**src/rtl/alu_chain_pkg.sv**
```systemverilog
package alu_chain_pkg;

  localparam int unsigned MODE_W = 4;

  // external function codes
  typedef enum logic [MODE_W-1:0] {
    MODE_ADD     = 4'd0,
    MODE_SUB     = 4'd1,
    MODE_ADDSUB  = 4'd2,
    MODE_NEQ     = 4'd3,
    MODE_GE      = 4'd4,
    MODE_LE      = 4'd5,
    MODE_UP      = 4'd6,
    MODE_DOWN    = 4'd7,
    MODE_UPDOWN  = 4'd8,
    MODE_MUL     = 4'd9
  } mode_e;

  // per-bit cell functions
  typedef enum logic [2:0] {
    FN_OFF = 3'd0,
    FN_ADD = 3'd1,
    FN_SUB = 3'd2,
    FN_NEQ = 3'd3,
    FN_LE  = 3'd4,
    FN_UP  = 3'd5,
    FN_DN  = 3'd6,
    FN_MUL = 3'd7
  } cell_fn_e;

  // cell function when the bit's direction is 1 / 0
  typedef struct packed {
    cell_fn_e fn_dir_hi;
    cell_fn_e fn_dir_lo;
  } cell_ctl_t;

endpackage

```
**src/rtl/alu_chain_decode.sv**
```systemverilog
module alu_chain_decode
  import alu_chain_pkg::*;
(
  input  logic [MODE_W-1:0] mode,
  output cell_ctl_t         ctl
);

  cell_fn_e base_fn;

  always_comb begin
    base_fn = FN_OFF;
    case (mode)
      MODE_ADD:            base_fn = FN_ADD;
      MODE_SUB, MODE_GE:   base_fn = FN_SUB;
      MODE_NEQ:            base_fn = FN_NEQ;
      MODE_LE:             base_fn = FN_LE;
      MODE_UP:             base_fn = FN_UP;
      MODE_DOWN:           base_fn = FN_DN;
      MODE_MUL:            base_fn = FN_MUL;
      default:             base_fn = FN_OFF;
    endcase
  end

  // only the two mixed codes look at the direction bit
  always_comb begin
    ctl.fn_dir_hi = base_fn;
    ctl.fn_dir_lo = base_fn;
    if (mode == MODE_ADDSUB) begin
      ctl.fn_dir_hi = FN_ADD;
      ctl.fn_dir_lo = FN_SUB;
    end else if (mode == MODE_UPDOWN) begin
      ctl.fn_dir_hi = FN_UP;
      ctl.fn_dir_lo = FN_DN;
    end
  end

  // decoder keeps unused codes off for either direction
  always_comb begin
    if (mode > 4'd9) begin
      assert_decode_off_R11: assert (ctl.fn_dir_hi == FN_OFF && ctl.fn_dir_lo == FN_OFF)
        else $error("unused code produced an active cell function");
    end
  end

endmodule

```
**src/rtl/alu_chain_cell.sv**
```systemverilog
module alu_chain_cell
  import alu_chain_pkg::*;
(
  input  cell_ctl_t ctl,
  input  logic      bit_a,
  input  logic      bit_b,
  input  logic      bit_dir,
  input  logic      c_in,
  output logic      s_out,
  output logic      c_out
);

  cell_fn_e fn;
  logic     prod;

  assign fn   = bit_dir ? ctl.fn_dir_hi : ctl.fn_dir_lo;
  assign prod = bit_a & bit_b;

  always_comb begin
    s_out = 1'b0;
    c_out = 1'b0;
    case (fn)
      FN_ADD: begin
        s_out = bit_a ^ bit_b ^ c_in;
        c_out = (bit_a & bit_b) | (bit_a & c_in) | (bit_b & c_in);
      end
      FN_SUB: begin
        s_out = ~(bit_a ^ bit_b ^ c_in);
        c_out = (bit_a & ~bit_b) | (bit_a & c_in) | (~bit_b & c_in);
      end
      FN_NEQ: begin
        s_out = ~(bit_a ^ bit_b ^ c_in);
        c_out = c_in | (bit_a ^ bit_b);
      end
      FN_LE: begin
        s_out = ~(bit_a ^ bit_b ^ c_in);
        c_out = (~bit_a & bit_b) | (~bit_a & c_in) | (bit_b & c_in);
      end
      FN_UP: begin
        s_out = bit_a ^ c_in;
        c_out = bit_a & c_in;
      end
      FN_DN: begin
        s_out = ~(bit_a ^ c_in);
        c_out = bit_a | c_in;
      end
      FN_MUL: begin
        s_out = prod ^ c_in;
        c_out = prod & c_in;
      end
      default: begin
        s_out = 1'b0;
        c_out = 1'b0;
      end
    endcase
  end

endmodule

```
**src/rtl/alu_chain_slice.sv**
```systemverilog
module alu_chain_slice
  import alu_chain_pkg::*;
#(
  parameter int unsigned WIDTH = 16
) (
  input  logic [WIDTH-1:0]  op_a,
  input  logic [WIDTH-1:0]  op_b,
  input  logic [WIDTH-1:0]  dir,
  input  logic [MODE_W-1:0] mode,
  input  logic              carry_in,
  output logic [WIDTH-1:0]  sum,
  output logic              carry_out
);

  localparam int unsigned CHAIN_W = WIDTH + 1;

  cell_ctl_t          ctl;
  logic [CHAIN_W-1:0] chain;

  alu_chain_decode u_decode (
    .mode (mode),
    .ctl  (ctl)
  );

  assign chain[0] = carry_in;

  for (genvar gi = 0; gi < WIDTH; gi++) begin : g_bit
    alu_chain_cell u_cell (
      .ctl     (ctl),
      .bit_a   (op_a[gi]),
      .bit_b   (op_b[gi]),
      .bit_dir (dir[gi]),
      .c_in    (chain[gi]),
      .s_out   (sum[gi]),
      .c_out   (chain[gi+1])
    );
  end

  assign carry_out = chain[WIDTH];

  // checks on the settled port values
  always_comb begin
    if (mode == MODE_ADD) begin
      assert_add_R1: assert ({carry_out, sum} == CHAIN_W'(op_a) + CHAIN_W'(op_b) + CHAIN_W'(carry_in))
        else $error("add result mismatch");
    end
    if (mode == MODE_GE && carry_in) begin
      assert_ge_flag_R2: assert (carry_out == (op_a >= op_b))
        else $error("greater-or-equal flag mismatch");
    end
    if (mode == MODE_NEQ && !carry_in) begin
      assert_neq_flag_R4: assert (carry_out == (op_a != op_b))
        else $error("not-equal flag mismatch");
    end
    if (mode == MODE_LE && carry_in) begin
      assert_le_flag_R5: assert (carry_out == (op_a <= op_b))
        else $error("less-or-equal flag mismatch");
    end
    if (mode == MODE_UP && !carry_in) begin
      assert_up_hold_R6: assert (sum == op_a && !carry_out)
        else $error("paused up-count changed value");
    end
    if (mode == MODE_DOWN && carry_in) begin
      assert_down_hold_R7: assert (sum == op_a && carry_out)
        else $error("paused down-count changed value");
    end
    if (mode > 4'd9) begin
      assert_unused_zero_R11: assert (sum == '0 && !carry_out)
        else $error("unused code drove a nonzero output");
    end
  end

endmodule

```
**config.mk**
```make
export PLATFORM = sky130hd
export DESIGN_NAME = alu_chain_slice
export DESIGN_NICKNAME = d
export VERILOG_FILES = /design/src/rtl/alu_chain_pkg.sv /design/src/rtl/alu_chain_decode.sv /design/src/rtl/alu_chain_cell.sv /design/src/rtl/alu_chain_slice.sv
export SDC_FILE = /design/constraint.sdc
export NUM_CORES = 1
export LEC_CHECK = 0
export BUFFER_PORTS_ARGS = -buffer_cell sky130_fd_sc_hd__buf_2
export CAP_MARGIN = 20
export CORE_MARGIN = 2
export CORE_UTILIZATION = 35
export DETAILED_ROUTE_END_ITERATION = 10
export PLACE_DENSITY = 0.63
export SLEW_MARGIN = 0
export SYNTH_ARGS = -nofsm -noshare
export SYNTH_HDL_FRONTEND = slang
export SYNTH_SLANG_ARGS = --single-unit
```
**constraint.sdc**
```tcl
create_clock -name vclk -period 37
set_input_delay 5.55 -clock vclk [all_inputs]
set_output_delay 5.55 -clock vclk [all_outputs]
set_load 0.01 [all_outputs]
```
==> flow_summary.yaml, run 1 <==
sta:
  maxSlewViolCount: 0
  fin_crit_sh_pct: 91.10
  timing.final.ws_setup_ns: 3.293
  period_needed_ns: 33.71
  clock.fmax_ghz: 0.02967
  tightestPinTransition_ns: 0.8994
  relSlewSlack_pct: 38.49
  rsz0062_at_grt: "false"
  setup_viol: 0
  tns_ns: 0
  report.final.hold_viol_count: 0
setup_path:
  critical_path_class: "in2out"
  end_kind: "output port"
  slowest_stage: "a2111oi_0"
  worstPathMaxFanout: 10
  worstPathRequired_ns: 31.45
  slowest_delay_ns: 0.81
  arrival_ns: 28.16
  start_kind: "primary input"
  path_common_cell: "ha_1"
route:
  wl_um: 13920
  wire_per_inst_um: 17.34
  remaining_drc_errors: 0
  vias_per_cell: 5.912
  detail-route-antenna-nets: 0
  num_vias: 4747
  drt_iter0_drc: 327
  first_pass_iters: 5
layout:
  mostFrequentLayoutCells: "ha_1, nor2_1, buf_2, a21oi_1, inv_1"
  clockBufferCount: 0
  areaGrowthSynthToFinish_pct: 8.458
  fin_area_um2: 4701
  fillCellCount: 1227
  antenna_cells: 0
  seq_area_um2: 0
  drive_above_1_share_pct: 16.69
  design.seq.count: 0
  nets: 789
  final_common_cell: "ha_1"
logic_synthesis:
  yosys_warnings: 0
  ys_seq_area_share_pct: 0
  synth.distinct_cells: 71
  syn-num-nets: 759
  syn-mean-instance-area_um2: 7.140
  syn-cell-area_um2: 4334
  syn_inst: 607
global_route:
  grt_max_degree: 33
  grt_pass1_wl_um: 22690
  globalRouteOverflowTotal: 0
  grtUsageTotal_pct: 20.62
  grt_pass1_vias: 4694
  antenna_found_initial: 0
floorplanning:
  coreArea_um2: 12060
  die_width_um: 115.3
  die_area_um2: 13290
  die_h_um: 115.3
  initial_core_util_pct: 35.93
  rows: 40
  io_pins: 70
place:
  post_dp_cell_area_um2: 4701
  place_congestion: 0.8842
  place.port_buffers: 70
  place_ws_ns: 3.631
  place_hpwl_um: 10220
outcome:
  run_status: "complete, no violations"
hold_path:
  whs_path_depth: 4
  hp-class: "in2out"
pwr:
  p_leak_nw: 2.155
  vdd_drop_max_mv: 0.005775
  power_density_nw_per_um2: 18.10
cts:
  cts_hold_buf: 0
  cts_resized: 0
  cts_setup_buffers: 0
run:
  drv_cap: 0
-- worst max-delay path, delay by kind of cell --
family                     cells  cell delay [ns]
and+or+nand+nor               37             7.46
buffers and inverters          8             0.93
muxes                          3             0.41
AOI/OAI and AO/OA             45             9.87
adders and majority gates     16             3.93
-- area by class of cell --
type | count | area, µm² | area share [%]
Timing Repair Buffer | 81 | 432.9 | 9.209
Multi-Input combinational cell | 516 | 3915 | 83.28
Tap cell | 168 | 210.2 | 4.472
Inverter | 38 | 142.6 | 3.034
-- where the power goes --
group          switching, mW  internal, mW  leakage (nW)  total (mW)
clock network              0             0             0           0
registers                  0             0             0           0
logic                 0.0511        0.0339          2.16      0.0851
-- metal layers --
layer  track usage, %  routed length [µm]
met3            1.581                 971
met5                0                   0
met2            36.71                6625
met4            3.775                 193
met1            27.53                6130
-- synth_stat cells, types with 4 or more instances --
master	n	share of area [%]
a32oi_1	7	1.4
inv_1	38	3.3
a21oi_1	60	6.9
mux2i_1	4	0.92
fa_1	16	7.4
o21ai_1	4	0.46
o22ai_1	12	1.7
clkbuf_1	20	1.7
o211ai_1	5	0.87
and3_1	10	1.4
ha_1	83	24
nor2_1	75	6.5
nand3_1	12	1.4
nand2_1	36	3.1
o21a_1	5	0.87
a2111oi_0	4	0.81
buf_2	11	1.3
nor3b_1	6	1.0
a22oi_1	9	1.6
a21o_1	9	1.6
a211o_1	5	1.0
or2_2	4	0.58
o221ai_1	12	2.4
a2bb2oi_1	4	0.81
a211oi_1	18	3.1
nor3_1	22	2.5
o21ai_0	30	3.5
buf_4	17	2.9
-- metrics by stage --
stage          hold slack (ns)  std cells  power (mW)  util (%)
2_1_floorplan            11.35        607     0.06457         -
3_3_place_gp             11.58        803     0.08166     38.97
3_5_place_dp             11.58        803     0.08351     38.97
4_1_cts                  11.58        803     0.08420     38.97
5_1_grt                  11.62        803     0.09528     38.97
6_report                 11.58        803     0.08508     38.97
-- cell families after synthesis --
kind of cell	synth area share (%)
AOI/OAI and AO/OA	35.36
and+or+nand+nor	21.82
adders and majority gates	31.35
buffers and inverters	10.02
muxes	1.443
-- worst paths after layout --
check | start | to
min | dir[11] | sum[11]
max | mode[0] | sum[15]
Note: power is estimated with default switching activity, not from simulation.
==> inputs of run 2 (changes only) <==
--- a/config.mk
+++ b/config.mk
@@ -7,6 +7,7 @@
 export LEC_CHECK = 0
 export BUFFER_PORTS_ARGS = -buffer_cell sky130_fd_sc_hd__buf_2
 export CAP_MARGIN = 20
+export CORE_ASPECT_RATIO = 0.5
 export CORE_MARGIN = 2
 export CORE_UTILIZATION = 35
 export DETAILED_ROUTE_END_ITERATION = 10
==> run 2 against run 1 <==
Net effect:
- final cell count shrank 0.25%
- via count is essentially flat
- power shrank 0.37%
- die area grew 0.40%
- combinational power is essentially flat
- core utilization grew 0.41 points
- non-clock buffer count grew 1
- worst setup slack gained 0.16 ns
- critical path type unchanged
- largest cell class unchanged
- largest power group unchanged
- highest routed layer unchanged
==> flow_summary.yaml, run 2 (same netlist as run 1, synthesis figures left out) <==
setup_path:
  worstPathRequired_ns: 31.45
  path_common_cell: "ha_1"
  start_kind: "primary input"
  slowest_delay_ns: 0.86
  worstPathMaxFanout: 13
  end_kind: "output port"
  slowest_stage: "a2111oi_0"
  arrival_ns: 28.00
  critical_path_class: "in2out"
layout:
  drive_above_1_share_pct: 16.82
  mostFrequentLayoutCells: "ha_1, nor2_1, buf_2, a21oi_1, inv_1"
  nets: 790
  final_common_cell: "ha_1"
  design.seq.count: 0
  post-route-util_pct: 39.38
  clockBufferCount: 0
  seq_area_um2: 0
  antenna_cells: 0
  fillCellCount: 1297
  areaGrowthSynthToFinish_pct: 8.545
route:
  detail-route-antenna-nets: 0
  remaining_drc_errors: 0
  vias_per_cell: 5.930
  wl_um: 13570
  first_pass_iters: 5
  wire_per_inst_um: 16.94
  num_vias: 4750
  drt_iter0_drc: 364
place:
  place_congestion: 0.8839
  place_hpwl_um: 10100
  place.port_buffers: 70
global_route:
  grtUsageTotal_pct: 19.90
  globalRouteOverflowTotal: 0
  grt_pass1_wl_um: 21940
  grt_max_degree: 33
  antenna_found_initial: 0
  grt_pass1_vias: 4494
hold_path:
  whs_path_depth: 4
  hp-class: "in2out"
  min_to: "sum[8]"
  hold_start: "dir[8]"
floorplanning:
  coreArea_um2: 11950
  die_width_um: 161.4
  initial_core_util_pct: 36.28
  io_pins: 70
  die_area_um2: 13340
  die_h_um: 82.69
  rows: 28
cts:
  cts_hold_buf: 0
  cts_setup_buffers: 0
  cts_resized: 0
sta:
  period_needed_ns: 33.55
  tns_ns: 0
  maxSlewViolCount: 0
  rsz0062_at_grt: "false"
  tightestPinTransition_ns: 0.9575
  setup_viol: 0
  fin_crit_sh_pct: 90.68
  clock.fmax_ghz: 0.02981
  relSlewSlack_pct: 34.52
  report.final.hold_viol_count: 0
pwr:
  p_leak_nw: 2.160
  vdd_drop_max_mv: 0.004895
  power_density_nw_per_um2: 18.02
  p_total_mw: 0.08476
run:
  drv_cap: 0
outcome:
  run_status: "complete, no violations"
-- run 2: metal layers --
layer | track usage, % | vias up | share of wire [%]
li1 | - | 2299 | -
met3 | 1.249 | 12 | 7.5
met2 | 35.38 | 177 | 45
met4 | 3.393 | 0 | 0.95
met5 | 0 | - | 0
met1 | 27.25 | 2262 | 46
-- run 2: cell type report --
class	count	area, µm²	area share, %
inverters	38	142.6	3.032
well taps	165	206.4	4.388
multi-input cells	516	3915	83.22
repair buffers	82	440.4	9.362
-- run 2: critical path, delay by kind of cell --
kind | cells | cell delay [ns]
AND/OR/NAND/NOR | 37 | 7.56
AO/OA/AOI/OAI | 45 | 9.46
multiplexers | 2 | 0.55
adder cells (fa/ha/maj) | 16 | 3.89
buffers and inverters | 8 | 0.91
-- run 2: stage by stage --
step	cell area, µm²	setup WS (ns)	hold WS (ns)	instances
floorplan	4334	6.611	11.35	607
global placement	4705	3.981	11.56	801
detailed placement	4705	3.586	11.56	801
CTS	4705	3.530	11.56	801
global route	4705	1.143	11.63	801
finish	4705	3.449	11.56	801
-- run 2: where the power goes --
part / switching, mW / internal (mW)
sequential: 0 / 0
clock: 0 / 0
combinational: 0.0508 / 0.0340
-- run 2: how the worst max path moves through the flow --
stage | endpoint | slack [ns] | from
floorplan | sum[15] | 6.61 | mode[0]
global placement | sum[15] | 3.98 | mode[0]
detailed placement | sum[15] | 3.59 | mode[0]
CTS | sum[15] | 3.53 | mode[0]
global route | sum[15] | 1.14 | mode[0]
finish | sum[15] | 3.45 | mode[0]
